**src/rtl/dma_arb_pkg.sv**
```systemverilog
`timescale 1ns/1ps
// Package: shared constants and types for the DMA channel priority arbiter.
// Assumes the channel count is a power of two so pointer arithmetic wraps.
package dma_arb_pkg;
    localparam int unsigned ARB_N_CH   = 4;
    localparam int unsigned ARB_CW     = $clog2(ARB_N_CH);
    localparam logic [1:0]  MODE_RR    = 2'b01;

    typedef logic [ARB_CW-1:0] arb_ch_t;
endpackage

```
**src/rtl/dma_arb_order.sv**
```systemverilog
`timescale 1ns/1ps
// Module: dma_arb_order
// Keeps the ranking as a pointer to the top-ranked channel and expands it
// into one channel number per rank. Round-robin completions move the
// pointer to the successor of the finishing channel; fixed mode pins it to 0.
// Assumes N_CH is a power of two (pointer addition wraps naturally).
module dma_arb_order #(
    parameter int unsigned N_CH = 4,
    localparam int unsigned CW  = $clog2(N_CH)
) (
    input  logic               clk,
    input  logic               rst_n,
    input  logic               rr_en_i,
    input  logic               done_i,
    input  logic [CW-1:0]      done_ch_i,
    output logic [CW-1:0]      top_o,
    output logic [N_CH*CW-1:0] order_o
);
    logic [CW-1:0] top_q;

    // Purpose: advance or reset the top-rank pointer.
    always_ff @(posedge clk) begin
        if (!rst_n) begin
            top_q <= '0;
        end else if (!rr_en_i) begin
            top_q <= '0;
        end else if (done_i) begin
            top_q <= done_ch_i + 1'b1;
        end
    end

    assign top_o = top_q;

    // Purpose: expand the pointer into a per-rank channel list.
    for (genvar k = 0; k < N_CH; k++) begin : g_rank
        assign order_o[k*CW +: CW] = top_q + CW'(k);
    end
endmodule

```
**src/rtl/dma_arb_pick.sv**
```systemverilog
`timescale 1ns/1ps
// Module: dma_arb_pick
// Combinational search: returns a one-hot vector selecting the first
// requesting channel when scanning ranks from the top pointer downward.
// Assumes N_CH is a power of two.
module dma_arb_pick #(
    parameter int unsigned N_CH = 4,
    localparam int unsigned CW  = $clog2(N_CH)
) (
    input  logic [N_CH-1:0] req_i,
    input  logic [CW-1:0]   top_i,
    output logic [N_CH-1:0] pick_o
);
    logic [CW-1:0] idx;
    logic          found;

    // Purpose: scan ranks in order and mark the first requester.
    always_comb begin
        pick_o = '0;
        found  = 1'b0;
        idx    = '0;
        for (int k = 0; k < N_CH; k++) begin
            idx = top_i + CW'(k);
            if (!found && req_i[idx]) begin
                pick_o[idx] = 1'b1;
                found       = 1'b1;
            end
        end
    end
endmodule

```
**src/rtl/dma_arb_grant.sv**
```systemverilog
`timescale 1ns/1ps
// Module: dma_arb_grant
// Holds the grant for the duration of a unit transfer. When idle it loads
// the pick; when busy it keeps the grant until the done strobe clears it.
// Assumes the pick input is already one-hot or zero.
module dma_arb_grant #(
    parameter int unsigned N_CH = 4
) (
    input  logic            clk,
    input  logic            rst_n,
    input  logic [N_CH-1:0] pick_i,
    input  logic            done_i,
    output logic [N_CH-1:0] grant_o
);
    logic [N_CH-1:0] grant_q;

    // Purpose: load, hold or release the grant.
    always_ff @(posedge clk) begin
        if (!rst_n) begin
            grant_q <= '0;
        end else if (|grant_q) begin
            if (done_i) begin
                grant_q <= '0;
            end
        end else begin
            grant_q <= pick_i;
        end
    end

    assign grant_o = grant_q;
endmodule

```
**src/rtl/dma_prio_arb.sv**
```systemverilog
`timescale 1ns/1ps
// Module: dma_prio_arb (top)
// DMA channel priority arbiter with fixed and round-robin schemes. The
// ranking rotates on each completed unit transfer, not on each grant.
// Assumes done strobes are one cycle wide and name the granted channel.
module dma_prio_arb #(
    parameter int unsigned N_CH = dma_arb_pkg::ARB_N_CH,
    localparam int unsigned CW  = $clog2(N_CH)
) (
    input  logic               clk,
    input  logic               rst_n,
    input  logic [N_CH-1:0]    req_i,
    input  logic               done_i,
    input  logic [CW-1:0]      done_ch_i,
    input  logic [1:0]         mode_i,
    input  logic [N_CH-1:0]    bus_mode_i,
    output logic [N_CH-1:0]    grant_o,
    output logic [N_CH*CW-1:0] order_o,
    output logic               cfg_err_o
);
    logic            rr_en;
    logic [CW-1:0]   top;
    logic [N_CH-1:0] pick;

    assign rr_en = (mode_i == dma_arb_pkg::MODE_RR);

    dma_arb_order #(.N_CH(N_CH)) order_i (
        .clk       (clk),
        .rst_n     (rst_n),
        .rr_en_i   (rr_en),
        .done_i    (done_i),
        .done_ch_i (done_ch_i),
        .top_o     (top),
        .order_o   (order_o)
    );

    dma_arb_pick #(.N_CH(N_CH)) pick_i (
        .req_i  (req_i),
        .top_i  (top),
        .pick_o (pick)
    );

    dma_arb_grant #(.N_CH(N_CH)) grant_i (
        .clk     (clk),
        .rst_n   (rst_n),
        .pick_i  (pick),
        .done_i  (done_i),
        .grant_o (grant_o)
    );

    // Purpose: flag mixed burst/cycle-steal channels under round-robin.
    assign cfg_err_o = rr_en & ~((&bus_mode_i) | ~(|bus_mode_i));
endmodule

```
**config.mk**
```make
export PLATFORM = sky130hd
export DESIGN_NAME = dma_prio_arb
export DESIGN_NICKNAME = d
export VERILOG_FILES = /design/src/rtl/dma_arb_pkg.sv /design/src/rtl/dma_arb_order.sv /design/src/rtl/dma_arb_pick.sv /design/src/rtl/dma_arb_grant.sv /design/src/rtl/dma_prio_arb.sv
export SDC_FILE = /design/constraint.sdc
export NUM_CORES = 1
export LEC_CHECK = 0
export BUFFER_PORTS_ARGS = -buffer_cell sky130_fd_sc_hd__buf_2
export CELL_PAD_IN_SITES_DETAIL_PLACEMENT = 1
export CELL_PAD_IN_SITES_GLOBAL_PLACEMENT = 1
export CORE_AREA = 2 2 46 48
export CTS_CLUSTER_SIZE = 28
export DETAILED_ROUTE_END_ITERATION = 12
export DIE_AREA = 0 0 48 50
export GPL_TIMING_DRIVEN = 0
export PLACE_DENSITY_LB_ADDON = 0.2
export SLEW_MARGIN = 20
export SYNTH_ARGS = -nofsm -noshare
export SYNTH_HDL_FRONTEND = slang
export SYNTH_HIERARCHICAL = 1
export SYNTH_SLANG_ARGS = --single-unit
```
**constraint.sdc**
```tcl
create_clock -name clk -period 3.9 [get_ports clk]
set_input_delay 0.39 -clock clk [delete_from_list [all_inputs] [get_ports clk]]
set_output_delay 0.39 -clock clk [all_outputs]
set_load 0.05 [all_outputs]
```
==> metrics.md <==
| Metric | Value |
|---|---|
| Period utilization | `0.5910` |
| CP Launch Type | `register` |
| CP Max Fanout | `8` |
| Core outline area | `1902 um^2` |
| Input/output buffers | `27` |
| Tmin final | `2.305 ns` |
| WP data arrival | `2.49 ns` |
| Run status | `completed` |
| Pwr Density | `276.9 nW/um^2` |
| CP Class | `reg -> reg` |
| Ant. Diodes | `0` |
| Reg2reg setup slack | `1.60 ns` |
| Rows | `16` |
| Slew Viols, Final | `0` |
| Utilization after layout | `0.4461` |
| WP depth | `8` |
| Maximum VDD drop | `0.1124 mV` |
| CTS buffer count | `3` |
| Setup TNS | `0 ns` |
| Vias after detailed routing | `653` |
| GPL Wtd Cong | `0.7682` |
| H-tree levels | `1` |
| Final WL | `1644 um` |
| Worst Setup End Kind | `register` |
| Synth Area in Adders | `0.1143` |
| Largest family of logic cells by synthesized area | `compound AO/OA/AOI/OAI gates` |
| Total Nets Final | `123` |
| RSZ-0062 raised after global routing | `no` |
| Start point of the critical path | `order_i/top_o[0]$_SDFFE_PN0P_` |
| Seq/Total Area, Yosys | `0.1829` |
| Slowest CP cell | `dfxtp_1` |
| Clock Path Buffers | `2` |
| Drt wl/cell | `12.94 um` |
| Post-CTS Repair Setup Buffers | `0` |
| Vias in the first global route | `602` |
| Synth Instances | `70` |
| Distinct cell type count of the synthesized netlist | `23` |
| Worst-path clk slew | `0.04 ns` |
| Post-Synth XOR/XNOR Area | `0.02667` |
| Post-Syn Area | `656.9 um^2` |
| Post-CTS sizing | `0` |
| Total grt overflow | `0` |
| Reg-to-Reg End | `grant_i/grant_o[3]$_SDFFE_PN0P_` |
| Metal-1 WL | `714 um` |
| TritonCTS clock tree | `done` |
| Clock Latency Late Sink | `0.24 ns` |
| Cts hold-fix bufs | `0` |
| Layout cells sized above 1 | `0.4300` |
| Worst path required time | `4.08 ns` |
| Max-Cap Viols | `0` |
| Setup violations, final | `0` |
| Num ports | `28` |
| Synth Area in Compound Gates | `0.2210` |
| Relative slew slack | `0.7905` |
| Leakage | `0.4356 nW` |
| Initial Util | `0.3454` |
| Syn Nets | `91` |
| Met3 WL post-DR | `60 um` |
| Kind of cell adding the most delay to the critical path | `simple AND/OR/NAND/NOR gates` |
| DRT antenna net count | `0` |
| CP bufs+invs | `2` |
| Hold Fails Final Rpt | `0` |
| Largest stage delay on the critical path | `0.43 ns` |
| CP Cell Sequence | `buf_4 > inv_1 > ha_1 > mux4_2 > nor4b_4 > nand2_1 > o211ai_1 > a41o_1` |
| Yosys warns | `6` |
| Largest net degree at the start of global routing | `11` |
| Worst hold path class | `in -> reg` |
| Uppermost routed layer | `met3` |
| First-pass GRT wire length | `2656 um` |
| Post-DP HPWL | `1357 um` |
| Skew final | `0.002819 ns` |
| GR Util All Layers | `0.1515` |
| Drc violations | `0` |
| DR pass1 iterations | `4` |
| Root buf cell | `clkbuf_4` |
| Fmax achieved | `0.4339 GHz` |
| CTS sink count | `6` |
| R2R Path Start | `order_i/top_o[0]$_SDFFE_PN0P_` |
| First DRT Iteration DRCs | `10` |
| Mean area per synthesized cell | `9.384 um^2` |
| Critical path endpoint | `grant_i/grant_o[3]$_SDFFE_PN0P_` |
| Antenna violations before repair | `0` |
| Hold path cells | `2` |
| Worst Max-Slew Pin Slew | `0.3130 ns` |
| Met2 Wirelength | `870 um` |
| Die area | `2400 um^2` |
| Simple-Gate Fraction of Synth Area | `0.1924` |
| Worst R2R Path Depth | `8` |
| Die Height | `50 um` |
| Synth Register Bits | `6` |
| Worst Hold Margin | `0.3680 ns` |
| Synth-to-Final Area Change | `29.14%` |
| Die Wd | `48 um` |
| Multiplexer share of the synthesized area | `0.1486` |
| Via density | `5.142` |
-- kinds of logic after synthesis --
logic type                 count (synthesis)
adders and majority gates                  6
xor gates and xnor gates                   2
muxes                                      4
buffers and inverters                     14
and+or+nand+nor                           20
AOI/OAI and AO/OA                         18
DFF                                        6
-- cell type report --
| type | instances | area, um^2 |
|---|---|---|
| Multi-Input combinational cell | 50 | 461.7 |
| Tap cell | 27 | 33.78 |
| Buffer | 5 | 41.29 |
| Sequential cell | 6 | 120.1 |
| Inverter | 9 | 33.78 |
| Clock buffer | 3 | 22.52 |
| Fill cell | 242 | 1054 |
| Timing Repair Buffer | 27 | 135.1 |
-- report_power, final --
part	total (mW)	internal (mW)	switching (mW)
Sequential	0.0733	0.0686	0.00462
Combinational	0.106	0.0368	0.0694
Clock	0.0554	0.0347	0.0207
-- worst min-delay path by stage --
stage                                              from                             to  slack (ns)
after floorplan                                  done_i  order_i/top_o[1]$_SDFFE_PN0P_        0.48
after global placement    order_i/top_o[1]$_SDFFE_PN0P_  order_i/top_o[1]$_SDFFE_PN0P_        0.55
after detailed placement  order_i/top_o[1]$_SDFFE_PN0P_  order_i/top_o[1]$_SDFFE_PN0P_        0.56
after CTS                                  done_ch_i[0]  order_i/top_o[0]$_SDFFE_PN0P_        0.36
after global routing                       done_ch_i[0]  order_i/top_o[0]$_SDFFE_PN0P_        0.37
final                                      done_ch_i[0]  order_i/top_o[0]$_SDFFE_PN0P_        0.37
-- cells in the mapped netlist (all sizes together) --
cell | n | area share
inv | 9 | 0.051
ha | 6 | 0.11
nor2 | 5 | 0.029
xnor2 | 1 | 0.013
dfxtp | 6 | 0.18
xor2 | 1 | 0.013
or4 | 1 | 0.011
nand4 | 1 | 0.0095
and3 | 1 | 0.0095
nor4b | 1 | 0.036
mux4 | 4 | 0.15
o211ai | 4 | 0.046
a21o | 4 | 0.053
a41o | 4 | 0.061
buf | 5 | 0.063
nor2b | 1 | 0.0095
and3b | 4 | 0.053
nand2 | 6 | 0.034
a211oi | 2 | 0.030
a21oi | 4 | 0.030
-- through the flow --
step           area [um^2]  std cells  total power [mW]  setup slack [ns]
6_report             848.3        127            0.2349             1.595
5_1_grt              848.3        127            0.2523             1.442
4_1_cts              848.3        127            0.2387             1.568
3_5_place_dp         825.8        124            0.1803             1.592
3_3_place_gp         825.8        124            0.1777             1.632
2_1_floorplan        656.9         70            0.1510             1.480
-- layer usage --
metal / up-vias / track usage
li1: 318 / -
met3: 0 / 0.02564
met2: 17 / 0.2511
met1: 318 / 0.1881
met4: 0 / 0.05405
met5: - / 0
-- registers in the layout (all words and copies together) (netlist names) --
name	flops
grant_i/grant_o	4
order_i/top_o	2
-- cells in the final DEF (no fill, tap or decap), types with 3 or more instances in the layout --
cell type	instances
a21oi_1	4
nand2_1	6
buf_4	4
o211ai_1	4
buf_2	27
nor2_1	5
clkbuf_4	3
a41o_1	4
ha_1	6
a21o_2	4
dfxtp_1	6
inv_1	9
and3b_1	4
No activity file was read; power rests on OpenSTA's default activity.
